File: src/rtl/irq_cmd_pkg.sv
package irq_cmd_pkg;
    localparam int DATA_W = 8;
    localparam int PRIO_W = 3;
    localparam int MODE_W = 5;

    typedef enum logic [2:0] {
        S_UNINIT,
        S_WANT_BASE,
        S_WANT_CASC,
        S_WANT_MODE,
        S_READY
    } seq_state_t;

    typedef enum logic [1:0] {
        K_START,
        K_PRIO,
        K_RDCTL,
        K_PORT1
    } wr_kind_t;
endpackage

File: src/rtl/irq_wr_sync.sv
module irq_wr_sync #(
    parameter int STAGES = 2
) (
    input  logic clk,
    input  logic rst_n,
    input  logic cs_n,
    input  logic wr_n,
    output logic fire
);
    localparam int LAST = STAGES - 1;

    logic [STAGES-1:0] sync_q;
    logic              prev_q;

    generate
        for (genvar g = 0; g < STAGES; g++) begin : g_stage
            if (g == 0) begin : g_first
                always_ff @(posedge clk or negedge rst_n) begin
                    if (!rst_n) sync_q[0] <= 1'b0;
                    else        sync_q[0] <= !cs_n && !wr_n;
                end
            end else begin : g_next
                always_ff @(posedge clk or negedge rst_n) begin
                    if (!rst_n) sync_q[g] <= 1'b0;
                    else        sync_q[g] <= sync_q[g-1];
                end
            end
        end
    endgenerate

    always_ff @(posedge clk or negedge rst_n) begin
        if (!rst_n) prev_q <= 1'b0;
        else        prev_q <= sync_q[LAST];
    end

    assign fire = sync_q[LAST] && !prev_q;
endmodule

File: src/rtl/irq_wr_decode.sv
module irq_wr_decode
    import irq_cmd_pkg::*;
(
    input  logic     a0,
    input  logic     d4,
    input  logic     d3,
    output wr_kind_t kind
);
    always_comb begin
        if (a0)      kind = K_PORT1;
        else if (d4) kind = K_START;
        else if (d3) kind = K_RDCTL;
        else         kind = K_PRIO;
    end
endmodule

File: src/rtl/irq_init_seq.sv
module irq_init_seq
    import irq_cmd_pkg::*;
(
    input  logic       clk,
    input  logic       rst_n,
    input  logic       fire,
    input  wr_kind_t   kind,
    input  logic       d_single,
    input  logic       d_need_mode,
    output seq_state_t state,
    output logic       ready,
    output logic       start,
    output logic       ld_base,
    output logic       ld_casc,
    output logic       ld_mode,
    output logic       ld_mask,
    output logic       ld_prio,
    output logic       ld_rdctl
);
    seq_state_t state_q, state_d;
    logic       want_casc_q, want_mode_q;

    // state register
    always_ff @(posedge clk or negedge rst_n) begin
        if (!rst_n) begin
            state_q     <= S_UNINIT;
            want_casc_q <= 1'b0;
            want_mode_q <= 1'b0;
        end else begin
            state_q <= state_d;
            if (start) begin
                want_casc_q <= !d_single;
                want_mode_q <= d_need_mode;
            end
        end
    end

    // next state and load strobes
    always_comb begin
        state_d  = state_q;
        start    = 1'b0;
        ld_base  = 1'b0;
        ld_casc  = 1'b0;
        ld_mode  = 1'b0;
        ld_mask  = 1'b0;
        ld_prio  = 1'b0;
        ld_rdctl = 1'b0;
        if (fire) begin
            if (kind == K_START) begin
                start   = 1'b1;
                state_d = S_WANT_BASE;
            end else begin
                unique case (state_q)
                    S_UNINIT: ;
                    S_WANT_BASE: if (kind == K_PORT1) begin
                        ld_base = 1'b1;
                        if (want_casc_q)      state_d = S_WANT_CASC;
                        else if (want_mode_q) state_d = S_WANT_MODE;
                        else                  state_d = S_READY;
                    end
                    S_WANT_CASC: if (kind == K_PORT1) begin
                        ld_casc = 1'b1;
                        state_d = want_mode_q ? S_WANT_MODE : S_READY;
                    end
                    S_WANT_MODE: if (kind == K_PORT1) begin
                        ld_mode = 1'b1;
                        state_d = S_READY;
                    end
                    S_READY: begin
                        ld_mask  = (kind == K_PORT1);
                        ld_prio  = (kind == K_PRIO);
                        ld_rdctl = (kind == K_RDCTL);
                    end
                    default: state_d = S_UNINIT;
                endcase
            end
        end
    end

    assign state = state_q;
    assign ready = (state_q == S_READY);
endmodule

File: src/rtl/irq_cmd_regs.sv
module irq_cmd_regs
    import irq_cmd_pkg::*;
(
    input  logic              clk,
    input  logic              rst_n,
    input  logic [DATA_W-1:0] din,
    input  logic              start,
    input  logic              ld_base,
    input  logic              ld_casc,
    input  logic              ld_mode,
    input  logic              ld_mask,
    input  logic              ld_prio,
    input  logic              ld_rdctl,
    output logic [DATA_W-1:0] mask_q,
    output logic [DATA_W-1:0] vec_base_q,
    output logic [DATA_W-1:0] casc_cfg_q,
    output logic [MODE_W-1:0] mode_cfg_q,
    output logic              level_mode_q,
    output logic              single_q,
    output logic [DATA_W-1:0] prio_cmd_q,
    output logic              prio_cmd_stb,
    output logic [PRIO_W-1:0] lowest_q,
    output logic              spec_mask_q,
    output logic              rd_svc_q
);
    localparam logic [PRIO_W-1:0] LOWEST_DEF = PRIO_W'((1 << PRIO_W) - 1);
    localparam logic [DATA_W-1:0] CASC_DEF   = DATA_W'((1 << PRIO_W) - 1);

    always_ff @(posedge clk or negedge rst_n) begin
        if (!rst_n) begin
            mask_q       <= '0;
            vec_base_q   <= '0;
            casc_cfg_q   <= CASC_DEF;
            mode_cfg_q   <= '0;
            level_mode_q <= 1'b0;
            single_q     <= 1'b0;
            prio_cmd_q   <= '0;
            prio_cmd_stb <= 1'b0;
            lowest_q     <= LOWEST_DEF;
            spec_mask_q  <= 1'b0;
            rd_svc_q     <= 1'b0;
        end else begin
            prio_cmd_stb <= ld_prio;
            if (start) begin
                mask_q       <= '0;
                casc_cfg_q   <= CASC_DEF;
                mode_cfg_q   <= '0;
                lowest_q     <= LOWEST_DEF;
                spec_mask_q  <= 1'b0;
                rd_svc_q     <= 1'b0;
                level_mode_q <= din[3];
                single_q     <= din[1];
            end
            if (ld_base) vec_base_q <= din;
            if (ld_casc) casc_cfg_q <= din;
            if (ld_mode) mode_cfg_q <= din[MODE_W-1:0];
            if (ld_mask) mask_q     <= din;
            if (ld_prio) begin
                prio_cmd_q <= din;
                if (din[7] && din[6]) lowest_q <= din[PRIO_W-1:0];
            end
            if (ld_rdctl) begin
                if (din[1]) rd_svc_q    <= din[0];
                if (din[6]) spec_mask_q <= din[5];
            end
        end
    end
endmodule

File: src/rtl/irq_cmd_port.sv
module irq_cmd_port
    import irq_cmd_pkg::*;
#(
    parameter int SYNC_STAGES = 2
) (
    input  logic              clk,
    input  logic              rst_n,
    input  logic              cs_n,
    input  logic              rd_n,
    input  logic              wr_n,
    input  logic              a0,
    input  logic [DATA_W-1:0] din,
    input  logic [DATA_W-1:0] req_in,
    input  logic [DATA_W-1:0] svc_in,
    output logic [DATA_W-1:0] dout,
    output logic              dout_oe,
    output logic              ready,
    output logic [DATA_W-1:0] mask_q,
    output logic [DATA_W-1:0] vec_base_q,
    output logic [DATA_W-1:0] casc_cfg_q,
    output logic [MODE_W-1:0] mode_cfg_q,
    output logic              level_mode_q,
    output logic              single_q,
    output logic [DATA_W-1:0] prio_cmd_q,
    output logic              prio_cmd_stb,
    output logic [PRIO_W-1:0] lowest_q,
    output logic              spec_mask_q
);
    logic       fire, start;
    logic       ld_base, ld_casc, ld_mode, ld_mask, ld_prio, ld_rdctl;
    logic       rd_svc_q;
    wr_kind_t   kind;
    seq_state_t state;

    irq_wr_sync #(.STAGES(SYNC_STAGES)) u_sync (
        .clk(clk), .rst_n(rst_n), .cs_n(cs_n), .wr_n(wr_n), .fire(fire)
    );

    irq_wr_decode u_dec (
        .a0(a0), .d4(din[4]), .d3(din[3]), .kind(kind)
    );

    irq_init_seq u_seq (
        .clk(clk), .rst_n(rst_n), .fire(fire), .kind(kind),
        .d_single(din[1]), .d_need_mode(din[0]),
        .state(state), .ready(ready), .start(start),
        .ld_base(ld_base), .ld_casc(ld_casc), .ld_mode(ld_mode),
        .ld_mask(ld_mask), .ld_prio(ld_prio), .ld_rdctl(ld_rdctl)
    );

    irq_cmd_regs u_regs (
        .clk(clk), .rst_n(rst_n), .din(din), .start(start),
        .ld_base(ld_base), .ld_casc(ld_casc), .ld_mode(ld_mode),
        .ld_mask(ld_mask), .ld_prio(ld_prio), .ld_rdctl(ld_rdctl),
        .mask_q(mask_q), .vec_base_q(vec_base_q), .casc_cfg_q(casc_cfg_q),
        .mode_cfg_q(mode_cfg_q), .level_mode_q(level_mode_q),
        .single_q(single_q), .prio_cmd_q(prio_cmd_q),
        .prio_cmd_stb(prio_cmd_stb), .lowest_q(lowest_q),
        .spec_mask_q(spec_mask_q), .rd_svc_q(rd_svc_q)
    );

    assign dout_oe = !cs_n && !rd_n;

    always_comb begin
        if (!dout_oe)      dout = '0;
        else if (a0)       dout = mask_q;
        else if (rd_svc_q) dout = svc_in;
        else               dout = req_in;
    end
endmodule

File: config.mk
export PLATFORM = sky130hd
export DESIGN_NAME = irq_cmd_port
export DESIGN_NICKNAME = d
export VERILOG_FILES = /design/src/rtl/irq_cmd_pkg.sv /design/src/rtl/irq_wr_sync.sv /design/src/rtl/irq_wr_decode.sv /design/src/rtl/irq_init_seq.sv /design/src/rtl/irq_cmd_regs.sv /design/src/rtl/irq_cmd_port.sv
export SDC_FILE = /design/constraint.sdc
export NUM_CORES = 1
export LEC_CHECK = 0
export ABC_AREA = 1
export ABC_CLOCK_PERIOD_IN_PS = 2700
export BUFFER_PORTS_ARGS = -buffer_cell sky130_fd_sc_hd__buf_4
export CAP_MARGIN = 20
export CORE_MARGIN = 2
export CORE_UTILIZATION = 50
export DETAILED_ROUTE_END_ITERATION = 6
export PLACE_DENSITY = 0.89
export SLEW_MARGIN = 0
export SYNTH_ARGS = -nofsm -noshare
export SYNTH_HDL_FRONTEND = slang
export SYNTH_SLANG_ARGS = --single-unit
export TNS_END_PERCENT = 20
File: constraint.sdc
create_clock -name clk -period 2.7 [get_ports clk]
set_clock_uncertainty 0.05 [all_clocks]
set_input_delay 0.135 -clock clk [delete_from_list [all_inputs] [get_ports clk]]
set_output_delay 0.135 -clock clk [all_outputs]
set_load 0.02 [all_outputs]
# [Yosys cells after proc, flatten, opt, wreduce, memory -nomap -nowiden]
# Cells that the tools add are included.
[totals] elab_cells=93 memories=0 mem_bits_ro=0 output_inout_bits=54 inputBits=30 latchBits=0 ff_bits=53 ram_bits=0
[op_classes] multipliers=0 reduce_logical=16 eq_ne=11 bitwise=0 n_shift=0 n_div=0 muxes=49 order_cmp=0 add_sub_neg=0
[op_table] operator="two-way mux 8 bit" n=7
[op_table] operator="two-way mux 1 bit" n=27
[op_table] operator="two-way mux 3 bit" n=9
[op_table] operator="case mux 3 bit (4 select lines)" n=1
[op_table] operator="two-way mux 5 bit" n=2
[op_table] operator="!= test 3 x 1 -> 1 bit (second input constant)" n=3
[op_table] operator="equality test 3 x 2 -> 1 bit (second input constant)" n=2
[op_table] operator="two-way mux 2 bit" n=3
[op_table] operator="nonzero test 2 bit" n=3
[op_table] operator="logical NOT 1 bit" n=5
[op_table] operator="AND reduction 5 bit" n=1
[op_table] operator="equality test 2 bit (second input constant)" n=2
[op_table] operator="logical AND 1 bit" n=4
[op_table] operator="equality test 3 x 1 -> 1 bit (second input constant)" n=1
[op_table] operator="equality test 3 bit (second input constant)" n=1
[op_table] operator="logical NOT 3 bit" n=1
[op_table] operator="equality test 2 x 1 -> 1 bit (second input constant)" n=1
[op_table] operator="logical NOT 2 bit" n=1
[op_table] operator="!= test 2 x 1 -> 1 bit (second input constant)" n=1
[op_table] operator="OR reduction 2 bit" n=1

# [Longest topological paths before layout]
[logic_depth] ltp_word=9 ltp_mapped=9 mapped_depth_nobuf=8

# [Cells and area by module]
# From an unflattened synthesis, not the netlist that was laid out.
[unflattened] cells_unflattened=309 area_unflattened_um2=2478.6
[modules_own_cells] module="irq_cmd_regs" seq_area_each_um2=1133.6 cells_per_inst=170 instances=1 area_each_um2=1676.6
[modules_own_cells] module="irq_init_seq" seq_area_each_um2=125.1 cells_per_inst=67 instances=1 area_each_um2=430.4
[modules_own_cells] module="irq_cmd_port" seq_area_each_um2=0.0 cells_per_inst=61 instances=1 area_each_um2=262.8
[modules_own_cells] module="irq_wr_sync" seq_area_each_um2=75.1 cells_per_inst=6 instances=1 area_each_um2=88.8
[modules_own_cells] module="irq_wr_decode" seq_area_each_um2=0.0 cells_per_inst=5 instances=1 area_each_um2=20.0

# [Least setup slack after synthesis]
# OpenSTA, ideal clock, no wires.
[synth_timing] path_type="reg-to-reg" from="reg u_seq.state_q[0] (netlist: u_seq.state[0])" to="reg u_regs.mask_q[0]" slack_ns=1.270 period_less_slack_ns=1.430 stages_incl_launch_ff=9 setup_ns=0.127 required_ns=2.523 arrival_ns=1.252 n_path_buf=2 path_cell_list="dfrtp_1 buf_6 nor2_4 nand2_2 inv_1 nand2_2 buf_2 nand3_1 o21ai_0"
[synth_between] elab_chain_cells=5 elab_cells_between_ends=6 cone_classes="eq/ne (1); mux (4); reduce/logical (1)"
[synth_lines] element="start, declared" line="irq_init_seq.sv:20" rtl="seq_state_t state_q, state_d;"
[synth_lines] element="start signal, assigned" line="irq_init_seq.sv:30" rtl="state_q <= state_d;"
[synth_lines] element="equality test 3 bit *"
[synth_lines] element="via ready" line="irq_cmd_port.sv:17" rtl="output logic ready,"
[synth_lines] element="two-way mux 1 bit *" line="irq_init_seq.sv:53" rtl="unique case (state_q)"
[synth_lines] element="two-way mux 1 bit *" line="irq_init_seq.sv:49" rtl="if (kind == K_START) begin"
[synth_lines] element="two-way mux 1 bit *" line="irq_init_seq.sv:48" rtl="if (fire) begin"
[synth_lines] element="two-way mux 8 bit / nonzero test 2 bit (equally long branches)"
[synth_lines] element="end signal, assigned" line="irq_cmd_regs.sv:57" rtl="if (ld_mask) mask_q <= din;"
[synth_lines] element="end, declared" line="irq_cmd_regs.sv:14" rtl="output logic [DATA_W-1:0] mask_q,"
# The timed path passes the listed nets; every way through them passes the cells marked *.
# A chain may end at the register's enable or synchronous reset.

# [Final worst setup path]
[layout_timing] from="reg u_regs.rd_svc_q" to="out dout[7]"
[layout_between] elab_chain_cells=3
[layout_lines] element="start, declared" line="irq_cmd_regs.sv:24" rtl="output logic rd_svc_q"
[layout_lines] element="start signal, assigned" line="irq_cmd_regs.sv:63" rtl="if (din[1]) rd_svc_q <= din[0];"
[layout_lines] element="two-way mux 8 bit" line="irq_cmd_port.sv:67" rtl="else if (rd_svc_q) dout = svc_in;"
[layout_lines] element="two-way mux 8 bit" line="irq_cmd_port.sv:66" rtl="else if (a0) dout = mask_q;"
[layout_lines] element="two-way mux 8 bit" line="irq_cmd_port.sv:65" rtl="if (!dout_oe) dout = '0;"
[layout_lines] element="end, declared" line="irq_cmd_port.sv:15" rtl="output logic [DATA_W-1:0] dout,"
# Every way passes these cells.

==> out/qor_table.md <==
| Result | This run |
|:---|:---|
| Post-synthesis share of cell area spent on xor and xnor gates | 0% |
| Setup_tns | 0 ns |
| Number of placement rows | 25 |
| Yosys synthesis warning count | 0 |
| Number of hold-repair buffers added at the cts stage | 3 |
| Slew at the pin with the worst max-slew slack | 0.6491 ns |
| Switch share | 36.13% |
| Leading cell types in the layout, fill and taps excluded | sky130_fd_sc_hd__buf_4, sky130_fd_sc_hd__nand2_1, sky130_fd_sc_hd__dfrtp_1, sky130_fd_sc_hd__nand3_1, sky130_fd_sc_hd__inv_1 |
| Buffer levels on the longest clock path | 2 |
| Sum of routed wire length over all layers | 6.594 mm |
| Outcome | finished clean |
| Growth of design area from synthesis to finish | 31.31% |
| Cts bufs inserted | 5 |
| IR Drop Worst-Case VDD | 528.5 uV |
| Number of antenna violations at the first check in global routing | 0 |
| Top delay family on crit path | flip-flops |
| First-pass GRT wire length | 10.69 mm |
| Routed wire per std cell | 14.75 um |
| Average size of a mapped cell | 8.476 um2 |
| Post-Syn Instances | 297 |
| Number of max-slew violations in the final report | 0 |
| Leakage power summed over all cells | 1.812 nW |
| Number of register bits inferred by synthesis | 53 |
| Clock Pin Slew Worst Setup and Hold Paths | 0.09 ns |
| Overflow left after global routing | 0 |
| Adder and majority gate portion of the synthesized area | 0% |
| Worst Path Required | 2.52 ns |
| Post-CTS setup repair buffer count | 0 |
| Syn Std Cell Area | 2517 um2 |
| Most common cell type on the critical path | sky130_fd_sc_hd__inv_1 |
| Maximum number of pins on one net before global-route repair | 54 |
| Global-route usage over all layers | 25.18% |
| Switching power | 0.9171 mW |
| Startpoint of the worst hold path | din[2] |
| Worst hold path stage count | 3 |
| Antenna violation net count after detailed routing | 0 |
| Die Span X | 74.96 um |
| Final #Nets | 409 |
| Worst-Skew Late Latency | 0.31 ns |
| Initial DRT Pass Iterations | 5 |
| Mux cell area share after synthesis | 0% |
| RSZ-0062 raised after global routing | no |
| CP endpoint kind | primary output |
| Ordered cell list for the critical path | inv_1 -> nand2_1 -> nand3_1 -> o211ai_1 -> inv_1 -> buf_4 |
| Worst setup SP type | flop |
| Power per standard cell area | 767.9 nW/um2 |
| Count of buffers inserted at the top-level ports | 83 |
| Final Hold Viols | 0 |
| H-Tree Level Count | 2 |
| Area fraction in and, or, nand and nor cells after synthesis | 26.79% |
| Buffer cell driving the clock tree root | sky130_fd_sc_hd__clkbuf_8 |
| Share of total power in the clock network | 22.2% |
| Total buffers and inverters traversed by the critical path | 3 |
| DR DRC count | 0 |
| Dominant combinational cell family by area after synthesis | simple AND/OR/NAND/NOR gates |
| Top-Level Pins | 84 |
| DP Wirelength | 4.655 mm |
| Placer congestion estimate | 0.8095 |
| Min-Delay Endpoint | u_regs.casc_cfg_q[2] |
| Comb power frac | 34.1% |
| Cells on worst reg2reg path | 6 |
| Critical-path cell with the highest stage delay | sky130_fd_sc_hd__dfrtp_1 |
| Max-cap violations | 0 |
| Clock Sink Count | 53 |
| TritonCTS clock tree | built |
| Maximum frequency from static timing analysis | 539.6 MHz |
| Detailed Route Iter0 Violations | 212 |
| Number of setup violations in the final report | 0 |
| CTS resizes | 0 |
| Count of distinct cell types in the synthesized netlist | 23 |
| Antenna diode instance count | 0 |
| Fraction of final layout cells sized beyond drive strength 1 | 30.53% |
| Internal Pwr Total | 1.621 mW |
| Crit path time final | 1.853 ns |
| Highest net fanout along the worst path | 10 |
| Via count of the first global-routing pass | 2266 |
| Path class of the lowest-slack min-delay path | in2reg |
| Crit path DAT | 1.67 ns |
| Starting Density | 52.60% |
| Power after layout | 2.538 mW |
| Start of the worst register-to-register path | u_sync.sync_q[1] |
| Total via count after detailed routing | 2412 |
| Most common cell after layout, fill and taps aside | sky130_fd_sc_hd__buf_4 |
| Worst-case headroom to the max-slew limit | 56.57% |
| Die footprint | 5618 um2 |
| Net count after synthesis | 327 |
| Sequential cell fraction of total power | 43.6% |
| Y dimension of the die | 74.96 um |
| Worst reg2reg path endpoint | u_regs.single_q |
| Share of the clock period used by the worst path after layout | 68.64% |
| Core area | 4786 um2 |
| Post-detailed-route via-to-cell ratio | 5.396 |
| Sequential fraction of the synthesis area | 52.98% |
| Post-synthesis compound-gate area fraction | 11.68% |
| Reg2Reg Setup Slack | 0.94 ns |
| Kind of critical path | reg2out |
| Largest stage delay on the critical path | 0.56 ns |
==> power by group through the flow <==
stage | sequential [mW] | combinational, mW | clock [mW]
after floorplan | 1.26 | 0.352 | 0
after global placement | 1.12 | 0.837 | 0
after detailed placement | 1.12 | 0.862 | 0
after CTS | 1.11 | 0.870 | 0.565
after global routing | 1.13 | 0.950 | 0.600
final | 1.11 | 0.867 | 0.564
==> area by class of cell <==
| type | count | area, um2 |
|---|---|---|
| fillers | 390 | 1480 |
| flip-flops and latches | 53 | 1334 |
| multi-input cells | 194 | 968.4 |
| repair buffers | 86 | 653.1 |
| inverters | 39 | 146.4 |
| well taps | 67 | 83.83 |
| clock buffers | 6 | 82.58 |
| clock inverters | 2 | 37.54 |
==> cell families after synthesis <==
family | after synthesis
buf+inv | 50
compound gates | 49
flops | 53
simple gates | 145
==> worst max path at each step <==
| stage | startpoint | endpoint | slack, ns | cells after the start |
|---|---|---|---|---|
| final | u_regs.rd_svc_q | dout[7] | 0.85 | 6 |
| after floorplan | u_seq.state[0] | u_regs.mask_q[0] | 1.27 | 8 |
| after CTS | u_regs.rd_svc_q | dout[7] | 0.88 | 6 |
| after detailed placement | a0 | u_regs.lowest_q[1] | 0.94 | 8 |
| after global routing | u_regs.rd_svc_q | dout[7] | 0.75 | 6 |
| after global placement | a0 | u_regs.single_q | 1.04 | 6 |
==> sequential cells by signal, indices dropped and copies added, names as in the netlist <==
signal and count:
u_regs.mode_cfg_q 5, u_seq.want_mode_q 1, u_seq.state 3, u_regs.mask_q 8, u_regs.vec_base_q 8, u_regs.level_mode_q 1, u_regs.casc_cfg_q 8, u_regs.prio_cmd_stb 1
u_regs.prio_cmd_q 8, u_seq.want_casc_q 1, u_regs.spec_mask_q 1, u_sync.prev_q 1, u_regs.lowest_q 3, u_sync.sync_q 2, u_regs.single_q 1, u_regs.rd_svc_q 1
==> routing by layer <==
metal	track usage, %	share of wire [%]
met5	0	0
met4	6.746	1.3
met3	7.898	8.5
met2	40.94	49
met1	32.95	41
==> cell usage after synthesis <==
cell | number | area [um2]
sky130_fd_sc_hd__nor2_1 | 14 | 52.55
sky130_fd_sc_hd__nand3_1 | 40 | 200.2
sky130_fd_sc_hd__dfrtp_1 | 47 | 1176
sky130_fd_sc_hd__clkbuf_1 | 1 | 3.750
sky130_fd_sc_hd__o21a_1 | 1 | 7.510
sky130_fd_sc_hd__nand2_2 | 2 | 12.51
sky130_fd_sc_hd__buf_4 | 1 | 7.510
sky130_fd_sc_hd__nor2_4 | 4 | 45.04
sky130_fd_sc_hd__nand3_2 | 3 | 30.03
sky130_fd_sc_hd__buf_6 | 2 | 22.52
sky130_fd_sc_hd__inv_1 | 37 | 138.9
sky130_fd_sc_hd__nor2_2 | 1 | 6.260
sky130_fd_sc_hd__dfstp_2 | 6 | 157.7
sky130_fd_sc_hd__buf_2 | 7 | 35.03
sky130_fd_sc_hd__o211ai_1 | 8 | 60.06
sky130_fd_sc_hd__nand3_4 | 1 | 17.52
sky130_fd_sc_hd__a31oi_1 | 3 | 18.77
sky130_fd_sc_hd__inv_2 | 2 | 7.510
sky130_fd_sc_hd__nand2_1 | 76 | 285.3
sky130_fd_sc_hd__o21ai_2 | 6 | 52.55
sky130_fd_sc_hd__o21ai_0 | 30 | 150.1
sky130_fd_sc_hd__a21oi_1 | 1 | 5.000
sky130_fd_sc_hd__nand4_1 | 4 | 25.02
==> stage by stage <==
stage | instances | util, % | instance area [um2] | worst slack [ns] | hold slack, ns
after floorplan | 297 | - | 2517 | 1.270 | -0.2106
after CTS | 447 | 69.07 | 3306 | 0.8753 | 0.03160
final | 447 | 69.07 | 3306 | 0.8468 | 0.04667
after global routing | 447 | 69.07 | 3306 | 0.7484 | 0.05668
after global placement | 436 | 65.93 | 3156 | 1.044 | 0.1499
after detailed placement | 436 | 65.93 | 3156 | 0.9372 | 0.1569
==> worst register-to-register path, cell delays in order, from the launching register on <==
cell                      delay [ns]
sky130_fd_sc_hd__dfrtp_1        0.38
sky130_fd_sc_hd__inv_1          0.05
sky130_fd_sc_hd__nor2_1         0.16
sky130_fd_sc_hd__nand3_2        0.51
sky130_fd_sc_hd__inv_1          0.29
sky130_fd_sc_hd__nand2_1        0.11
sky130_fd_sc_hd__o21a_1         0.12
(Power assumes the default switching activity.)
